## config.mk

```make
export PLATFORM = sky130hd
export DESIGN_NAME = serial_cmd_decoder
export DESIGN_NICKNAME = d
export VERILOG_FILES = /design/src/rtl/sercmd_pkg.sv /design/src/rtl/sercmd_fsm.sv /design/src/rtl/sercmd_capture.sv /design/src/rtl/sercmd_window.sv /design/src/rtl/serial_cmd_decoder.sv
export SDC_FILE = /design/constraint.sdc
export NUM_CORES = 1
export LEC_CHECK = 0
export ABC_AREA = 1
export BUFFER_PORTS_ARGS = -buffer_cell sky130_fd_sc_hd__buf_4
export CAP_MARGIN = 20
export CORE_UTILIZATION = 40
export DETAILED_ROUTE_END_ITERATION = 7
export GPL_TIMING_DRIVEN = 0
export HOLD_SLACK_MARGIN = 0.05
export PLACE_DENSITY = 0.66
export SLEW_MARGIN = 0
export SYNTH_ARGS = -nofsm -noshare
export SYNTH_HDL_FRONTEND = slang
export SYNTH_SLANG_ARGS = --single-unit
export TNS_END_PERCENT = 5
```

## constraint.sdc

```tcl
create_clock -name clk -period 3.4 [get_ports clk]
set_input_delay 0.34 -clock clk [delete_from_list [all_inputs] [get_ports clk]]
set_output_delay 0.34 -clock clk [all_outputs]
set_load 0.01 [all_outputs]
```

## src/rtl/sercmd_pkg.sv

```systemverilog
package sercmd_pkg;

    typedef enum logic [1:0] {
        ST_IDLE    = 2'd0,
        ST_ADDR_HI = 2'd1,
        ST_DATA    = 2'd2
    } state_e;

    // number of data bytes that follow the two address bytes
    function automatic int data_bytes(input int bits);
        return bits / 8;
    endfunction

    // width of the data output; the zero-width form still drives one bit
    function automatic int data_width(input int bits);
        return (bits == 0) ? 1 : bits;
    endfunction

endpackage

```

## src/rtl/sercmd_fsm.sv

```systemverilog
module sercmd_fsm
    import sercmd_pkg::*;
#(
    parameter int NBYTES = 2
) (
    input  logic       clk,
    input  logic       rst,
    input  logic       stb,
    output state_e     state_o,
    output logic [1:0] idx_o,
    output logic       ld_ah,
    output logic       ld_d,
    output logic       finish
);

    localparam int         LAST     = (NBYTES == 0) ? 0 : NBYTES - 1;
    localparam logic [1:0] LAST_IDX = 2'(LAST);
    localparam logic       NO_DATA  = (NBYTES == 0);

    state_e     state_q, state_d;
    logic [1:0] idx_q, idx_d;

    // state register
    always_ff @(posedge clk) begin
        if (rst) begin
            state_q <= ST_IDLE;
            idx_q   <= '0;
        end else begin
            state_q <= state_d;
            idx_q   <= idx_d;
        end
    end

    // transitions
    always_comb begin
        state_d = state_q;
        idx_d   = idx_q;
        unique case (state_q)
            ST_IDLE: begin
                if (stb) state_d = ST_ADDR_HI;          // start
            end
            ST_ADDR_HI: begin
                if (stb) begin
                    state_d = ST_ADDR_HI;               // restart
                end else if (NO_DATA) begin
                    state_d = ST_IDLE;                  // done
                end else begin
                    state_d = ST_DATA;                  // to_data
                    idx_d   = '0;
                end
            end
            ST_DATA: begin
                if (stb) begin
                    state_d = ST_ADDR_HI;               // restart
                end else if (idx_q == LAST_IDX) begin
                    state_d = ST_IDLE;                  // done
                end else begin
                    idx_d = idx_q + 2'd1;               // next_byte
                end
            end
            default: begin
                state_d = ST_IDLE;
                idx_d   = '0;
            end
        endcase
    end

    // per-byte controls
    always_comb begin
        ld_ah  = (state_q == ST_ADDR_HI) && !stb;
        ld_d   = (state_q == ST_DATA) && !stb;
        finish = !stb &&
                 (((state_q == ST_ADDR_HI) && NO_DATA) ||
                  ((state_q == ST_DATA) && (idx_q == LAST_IDX)));
    end

    assign state_o = state_q;
    assign idx_o   = idx_q;

endmodule

```

## src/rtl/sercmd_capture.sv

```systemverilog
module sercmd_capture #(
    parameter int ADDR_BITS = 11,
    parameter int NBYTES    = 2,
    parameter int DW        = 16
) (
    input  logic                 clk,
    input  logic                 rst,
    input  logic [7:0]           byte_i,
    input  logic                 ld_al,
    input  logic                 ld_ah,
    input  logic                 ld_d,
    input  logic [1:0]           idx,
    output logic [ADDR_BITS-1:0] addr_o,
    output logic [DW-1:0]        data_o
);

    localparam int HI_BITS = ADDR_BITS - 8;

    logic [7:0] al_q;

    always_ff @(posedge clk) begin
        if (rst)        al_q <= '0;
        else if (ld_al) al_q <= byte_i;
    end

    generate
        if (NBYTES == 0) begin : g_bitcmd
            // final byte is the address high byte itself, taken from the port
            assign addr_o    = {byte_i[HI_BITS-1:0], al_q};
            assign data_o[0] = addr_o[0];
        end else begin : g_wordcmd
            logic [HI_BITS-1:0] ah_q;

            always_ff @(posedge clk) begin
                if (rst)        ah_q <= '0;
                else if (ld_ah) ah_q <= byte_i[HI_BITS-1:0];
            end

            assign addr_o = {ah_q, al_q};

            for (genvar i = 0; i < NBYTES; i++) begin : g_byte
                if (i == NBYTES - 1) begin : g_last
                    assign data_o[8*i +: 8] = byte_i;
                end else begin : g_held
                    logic [7:0] q;
                    always_ff @(posedge clk) begin
                        if (rst)                         q <= '0;
                        else if (ld_d && idx == 2'(i))   q <= byte_i;
                    end
                    assign data_o[8*i +: 8] = q;
                end
            end
        end
    endgenerate

endmodule

```

## src/rtl/sercmd_window.sv

```systemverilog
module sercmd_window #(
    parameter int          ADDR_BITS = 11,
    parameter int unsigned BASE      = 'h050,
    parameter int unsigned MASK      = 'h7f8
) (
    input  logic [ADDR_BITS-1:0] addr,
    output logic                 hit,
    output logic [ADDR_BITS-1:0] offset
);

    localparam logic [ADDR_BITS-1:0] M = ADDR_BITS'(MASK);
    localparam logic [ADDR_BITS-1:0] B = ADDR_BITS'(BASE) & M;

    always_comb begin
        hit    = ((addr & M) == B);
        offset = addr & ~M;
    end

endmodule

```

## src/rtl/serial_cmd_decoder.sv

```systemverilog
module serial_cmd_decoder
    import sercmd_pkg::*;
#(
    parameter int          ADDR_BITS = 11,
    parameter int unsigned BASE      = 'h050,
    parameter int unsigned MASK      = 'h7f8,
    parameter int          DATA_BITS = 16,
    localparam int         DW        = data_width(DATA_BITS)
) (
    input  logic                 clk,
    input  logic                 rst,
    input  logic [7:0]           cmd_ad,
    input  logic                 cmd_stb,
    output logic                 wr_en,
    output logic [ADDR_BITS-1:0] wr_offset,
    output logic [DW-1:0]        wr_data
);

    localparam int NBYTES = data_bytes(DATA_BITS);

    state_e               seq_state;
    logic [1:0]           seq_idx;
    logic                 ld_ah, ld_d, finish;
    logic [ADDR_BITS-1:0] cmd_addr, win_offset;
    logic [DW-1:0]        cmd_data;
    logic                 win_hit;

    sercmd_fsm #(
        .NBYTES (NBYTES)
    ) u_fsm (
        .clk     (clk),
        .rst     (rst),
        .stb     (cmd_stb),
        .state_o (seq_state),
        .idx_o   (seq_idx),
        .ld_ah   (ld_ah),
        .ld_d    (ld_d),
        .finish  (finish)
    );

    sercmd_capture #(
        .ADDR_BITS (ADDR_BITS),
        .NBYTES    (NBYTES),
        .DW        (DW)
    ) u_cap (
        .clk    (clk),
        .rst    (rst),
        .byte_i (cmd_ad),
        .ld_al  (cmd_stb),
        .ld_ah  (ld_ah),
        .ld_d   (ld_d),
        .idx    (seq_idx),
        .addr_o (cmd_addr),
        .data_o (cmd_data)
    );

    sercmd_window #(
        .ADDR_BITS (ADDR_BITS),
        .BASE      (BASE),
        .MASK      (MASK)
    ) u_win (
        .addr   (cmd_addr),
        .hit    (win_hit),
        .offset (win_offset)
    );

    // outputs: pulse plus held offset/data
    always_ff @(posedge clk) begin
        if (rst) begin
            wr_en     <= 1'b0;
            wr_offset <= '0;
            wr_data   <= '0;
        end else begin
            wr_en <= finish && win_hit;
            if (finish && win_hit) begin
                wr_offset <= win_offset;
                wr_data   <= cmd_data;
            end
        end
    end

endmodule

```

### Yosys cells after proc, flatten, opt, wreduce, memory -nomap -nowiden

Index checks and enable logic that the tools add are counted.

| operators by class | value |
|---|---|
| mux-type cells | 9 |
| bitwise operators | 1 |
| add/subtract/negate cells | 1 |
| eq/ne operators | 9 |
| reduce and logical (&&, ||, !) cells | 11 |

Operators by type and width:

| cell | number |
|---|---|
| 2-to-1 mux 2 bit | 7 |
| one-hot mux 2 bit (3 select lines) | 2 |
| == test 8 x 4 -> 1 bit (second input constant) | 1 |
| inequality test 2 bit (second input constant) | 4 |
| logical AND 1 bit | 6 |
| == test 2 x 1 -> 1 bit (second input constant) | 2 |
| logical NOT 2 bit | 2 |
| AND reduction 4 bit | 1 |
| inequality test 3 bit (second input constant) | 1 |
| adder 2 x 1 -> 2 bit (second input constant) | 1 |
| == test 2 bit (second input constant) | 1 |
| AND reduction 2 bit | 1 |
| logical NOT 1 bit | 1 |
| inverter 1 bit | 1 |

| storage, ports and cells | value |
|---|---|
| register bits | 43 |
| output and inout bits | 28 |
| logic and storage cells | 39 |

### Logic depth before layout (Yosys ltp)

| logic depth | value |
|---|---|
| depth after elaboration | 4 |
| depth in mapped cells | 8 |
| depth with buffers taken out | 7 |

### Hierarchy

From an unflattened synthesis, not the netlist that was laid out.

| unflattened totals | value |
|---|---|
| cells, all modules | 322 |
| area, all modules | 2264.7 um2 |

Modules (own cells, without submodules):

| module | times used | sequential area each (um2) | cells an instance | area an instance (um2) |
|---|---|---|---|---|
| serial_cmd_decoder | 1 | 560.5 | 173 | 1144.8 |
| sercmd_capture | 1 | 380.4 | 96 | 784.5 |
| sercmd_fsm | 1 | 80.1 | 32 | 212.7 |
| sercmd_window | 1 | 0.0 | 21 | 122.6 |

### Least setup slack after synthesis

No wires, ideal clock.

| timing path | value |
|---|---|
| path kind | flip-flop to flip-flop |
| start point | reg u_fsm.idx_q[1], in the netlist u_fsm.idx_o[1] |
| end point | reg wr_data[0] |
| path buffers | 2 |
| arrival | 1118 ps |
| cell stages (with the launch flop) | 9 |
| setup slack | 2167 ps |
| path through | dfxtp_1 inv_1 ha_1 nand3_1 nor2_2 buf_4 buf_6 a21oi_1 nor2_1 |

| between the ends | value |
|---|---|
| word-level cells in the longest chain between the ends | 4 |

Ends and longest elaborated chain:

| element | line | text |
|---|---|---|
| start: declaration | sercmd_fsm.sv:21 | `logic [1:0] idx_q, idx_d;` |
| start signal: assignment | sercmd_fsm.sv:30 | `idx_q <= idx_d;` |
| == test 2 x 1 -> 1 bit | sercmd_fsm.sv:74 | `((state_q == ST_DATA) && (idx_q == LAST_IDX)));` |
| logical AND 1 bit | sercmd_fsm.sv:74 |  |
| logical AND 1 bit | sercmd_fsm.sv:72 | `finish = !stb &&` |
| logical AND 1 bit | serial_cmd_decoder.sv:75 | `if (finish && win_hit) begin` |
| end signal: assignment | serial_cmd_decoder.sv:77 | `wr_data <= cmd_data;` |
| end: declaration | serial_cmd_decoder.sv:16 | `output logic [DW-1:0] wr_data` |

No other way between the ends.
A chain may end at the register's enable or synchronous reset.

### Final worst setup path

| timing path | value |
|---|---|
| start point | reg u_fsm.idx_q[1], in the netlist u_fsm.idx_o[1] |
| end point | reg wr_data[2] |

Same word-level chain as after synthesis.

==> qor_table.md <==
| Item | This run | Unit |
|---|---|---|
| Commonest non-fill, non-tap cell in the layout | dfxtp_1 | - |
| CP Cell Sequence | inv_1, ha_1, nand3_1, nor2_2, buf_4, buf_6, a21oi_1, nor2_1 | - |
| Post-route total power | 0.000919 | W |
| Total wire length after detailed routing | 3.74 | mm |
| Leak | 0.991 | nW |
| Synth unique cells | 21 | - |
| Count of input and output buffers | 29 | - |
| Setup repair after global routing missed its margin | no | - |
| Final worst path period need | 1.39 | ns |
| R2R Path End | wr_data[2] | - |
| P&R area growth vs syn | 21.6 | % |
| PostCTS Resize Cnt | 0 | - |
| Clk pin slew, worst setup/hold paths | 0.08 | ns |
| Tightest Hold Check Type | in -> reg | - |
| Vias post-DR | 1547 | - |
| Synth warnings | 0 | - |
| Worst Path Max Fanout | 10 | - |
| Final net count | 294 | - |
| Status | completed | - |
| DRC violation total after the first TritonRoute iteration | 64 | - |
| Die extent in y | 69.5 | um |
| Root buffer selected by CTS | clkbuf_8 | - |
| Overall overflow remaining after global route | 0 | - |
| Cells on worst reg2reg path | 8 | - |
| Period Utilization, post-route | 40.9 | % |
| Drt pass-1 iters | 4 | - |
| Required time at the worst-slack endpoint | 3.64 | ns |
| Estimated wirelength of the detail-placed design | 2.68 | mm |
| Routability Congestion | 0.781 | - |
| Slowest cell delay on critical path | 0.32 | ns |
| Top library cells by usage in the layout, fill and taps aside | dfxtp_1 (43), buf_4 (39), a21oi_1 (37), nor2_1 (29), inv_1 (28) | - |
| Sequential cell area | 861 | um^2 |
| Average cell area after synthesis | 7.66 | um^2 |
| Worst path buffer plus inverter count | 3 | - |
| R2r startpoint | u_fsm.idx_o[1] | - |
| Instance count of the mapped netlist | 238 | - |
| Residual antenna-violating net count after detailed routing | 0 | - |
| Clock Sinks | 43 | - |
| Max Clk Rate | 0.720 | GHz |
| Post-Layout Cell Count | 334 | - |
| Post-CTS setup repair buffer count | 0 | - |
| Number of CTS-inserted buffers | 5 | - |
| Area of the mapped netlist | 1820 | um^2 |
| Destination of the worst hold path | wr_en | - |
| Routed WL per cell | 11.2 | um |
| Multi-input combinational cell area | 726 | um^2 |
| Count of hold-fix buffers inserted at cts | 0 | - |
| Tightest slew margin relative to the limit | 65.2 | % |
| Via count normalized by instance count | 4.63 | - |
| Max Slew Vio Count | 0 | - |
| Beginning of the worst hold path | rst | - |
| Part of the Yosys area used for sequential elements | 47.2 | % |
| Clock latency on the worst-skew pair | 0.30 | ns |
| Kind of end point of the critical path | flip-flop | - |
| Antenna fix cells | 0 | - |
| Count of state elements after synthesis | 43 | - |
| Count of cells along the worst hold path | 2 | - |
| Num rows | 24 | - |
| Clock tree buffer depth | 2 | - |
| Worst-case clock skew | 0.00698 | ns |
| Transition time at the pin with the least slew margin | 0.519 | ns |
| Filler cell count | 455 | - |
| Internal reg-to-reg setup slack | 2.01 | ns |
| Critical path's top delay family | buffers and inverters | - |
| Total routing resource utilization after global routing | 16.3 | % |
| Critical path launch point type | flip-flop | - |
| IO Count | 39 | - |
| Slowest cell on the critical path | dfxtp_1 | - |
| Final setup violation count | 0 | - |
| Initial cell density of the core | 41.9 | % |
| H-Tree Level Count | 2 | - |
| Max-capacitance violation count | 0 | - |
| WS Path Type | reg -> reg | - |
| First-pass GRT wire length | 6.25 | mm |
| Cell count after placement | 326 | - |
| Die area | 4830 | um^2 |
| Proportion of layout cells with a drive suffix above 1 | 20.9 | % |
| Clock tree from TritonCTS | yes | - |
| DRC violations left | 0 | - |
| Worst IR Drop VDD | 0.197 | mV |
| Horizontal die dimension | 69.5 | um |
| Number of antenna violations at the first check in global routing | 0 | - |
| TNS Setup | 0 | ns |
| Vias in the first global route | 1349 | - |
| Core area | 4350 | um^2 |
| WP data arrival | 1.63 | ns |
| Power Dens Cells | 414 | nW/um^2 |
| Maximum number of pins on one net before global-route repair | 14 | - |
| Final hold violations | 0 | - |
==> stage by stage <==
stage          util [%]  worst slack, ns  hold slack (ns)  area [um^2]
6_report           50.9             2.01            0.230         2220
5_1_grt            50.9             1.84            0.230         2220
4_1_cts            50.9             1.98            0.229         2220
3_5_place_dp       49.0             2.00            0.469         2130
3_3_place_gp       49.0             2.00            0.461         2130
2_1_floorplan         -             2.17            0.412         1850
==> cell families (layout without fill, tap and decap cells) <==
kind of cell | Yosys count | in the layout | share of synthesized area [%]
simple gates | 80 | 80 | 19.5
compound gates | 61 | 61 | 17.2
fa+ha+maj | 2 | 2 | 1.37
buf+inv | 51 | 88 | 14.5
other cells | 1 | 8 | 0.206
flops | 43 | 43 | 47.2
==> worst reg2reg max path, cell delays in order, from the launching register on <==
cell and delay, ns:
dfxtp_1 0.32, inv_1 0.07, ha_1 0.16, nand3_1 0.09
nor2_2 0.18, buf_4 0.19, buf_6 0.15, a21oi_1 0.07
nor2_1 0.11
==> how the worst max path moves through the flow <==
stage | start | to | slack (ns) | cells past startpoint
final | u_fsm.idx_o[1] | wr_data[2] | 2.01 | 8
after global routing | u_fsm.idx_o[1] | wr_data[2] | 1.84 | 8
after CTS | u_fsm.idx_o[1] | wr_data[5] | 1.98 | 8
after detailed placement | u_fsm.idx_o[0] | wr_data[5] | 2.00 | 7
after global placement | u_fsm.idx_o[1] | wr_data[8] | 2.00 | 8
after floorplan | u_fsm.idx_o[1] | wr_data[0] | 2.17 | 8
==> registers in the layout, summed over array words and instances, names as in the netlist <==
signal,cells
wr_data,16
u_cap.al_q,8
u_cap.g_wordcmd.g_byte.g_held.q,8
u_cap.g_wordcmd.ah_q,3
wr_offset,3
u_fsm.idx_o,2
u_fsm.state_o,2
wr_en,1
==> power breakdown <==
group	leakage [nW]	total (W)	switching (W)	internal [W]
clock network	0.0412	0.000316	0.000173	0.000144
logic	0.601	0.0000798	0.0000478	0.0000320
registers	0.350	0.000523	0.00000662	0.000516
total	0.991	0.000919	0.000227	0.000692
==> metal layers <==
| metal | wire length [um] | global-route usage, % | up-vias |
|---|---|---|---|
| met5 | 0 | 0 | - |
| met4 | 66 | 8.16 | 0 |
| met3 | 119 | 3.05 | 5 |
| met2 | 1700 | 25.6 | 26 |
| met1 | 1860 | 21.3 | 686 |
| li1 | - | - | 830 |
==> layout make-up <==
class / count / area share, %
Clock inverter: 2 / 0.564
Tap cell: 52 / 2.93
Inverter: 28 / 4.74
Clock buffer: 6 / 3.27
Buffer: 23 / 7.16
Multi-Input combinational cell: 151 / 32.7
Sequential cell: 43 / 38.8
Timing Repair Buffer: 29 / 9.81
==> Yosys cell counts <==
cell type,instances,share of area [%]
dfxtp_1,43,47
a21oi_1,37,10
nor2_1,29,6.0
inv_1,28,5.8
nand2_1,24,4.9
o21ai_0,22,6.0
nand3_1,20,5.5
buf_4,10,4.1
buf_2,4,1.1
buf_6,4,2.5
clkbuf_1,4,0.82
nor2_4,3,1.9
ha_1,2,1.4
a211oi_1,1,0.41
buf_1,1,0.21
conb_1,1,0.21
nand2_2,1,0.34
nor2_2,1,0.34
nor3_1,1,0.27
o2111a_1,1,0.62
or2_1,1,0.34
Note: power is estimated with default switching activity, not from simulation.
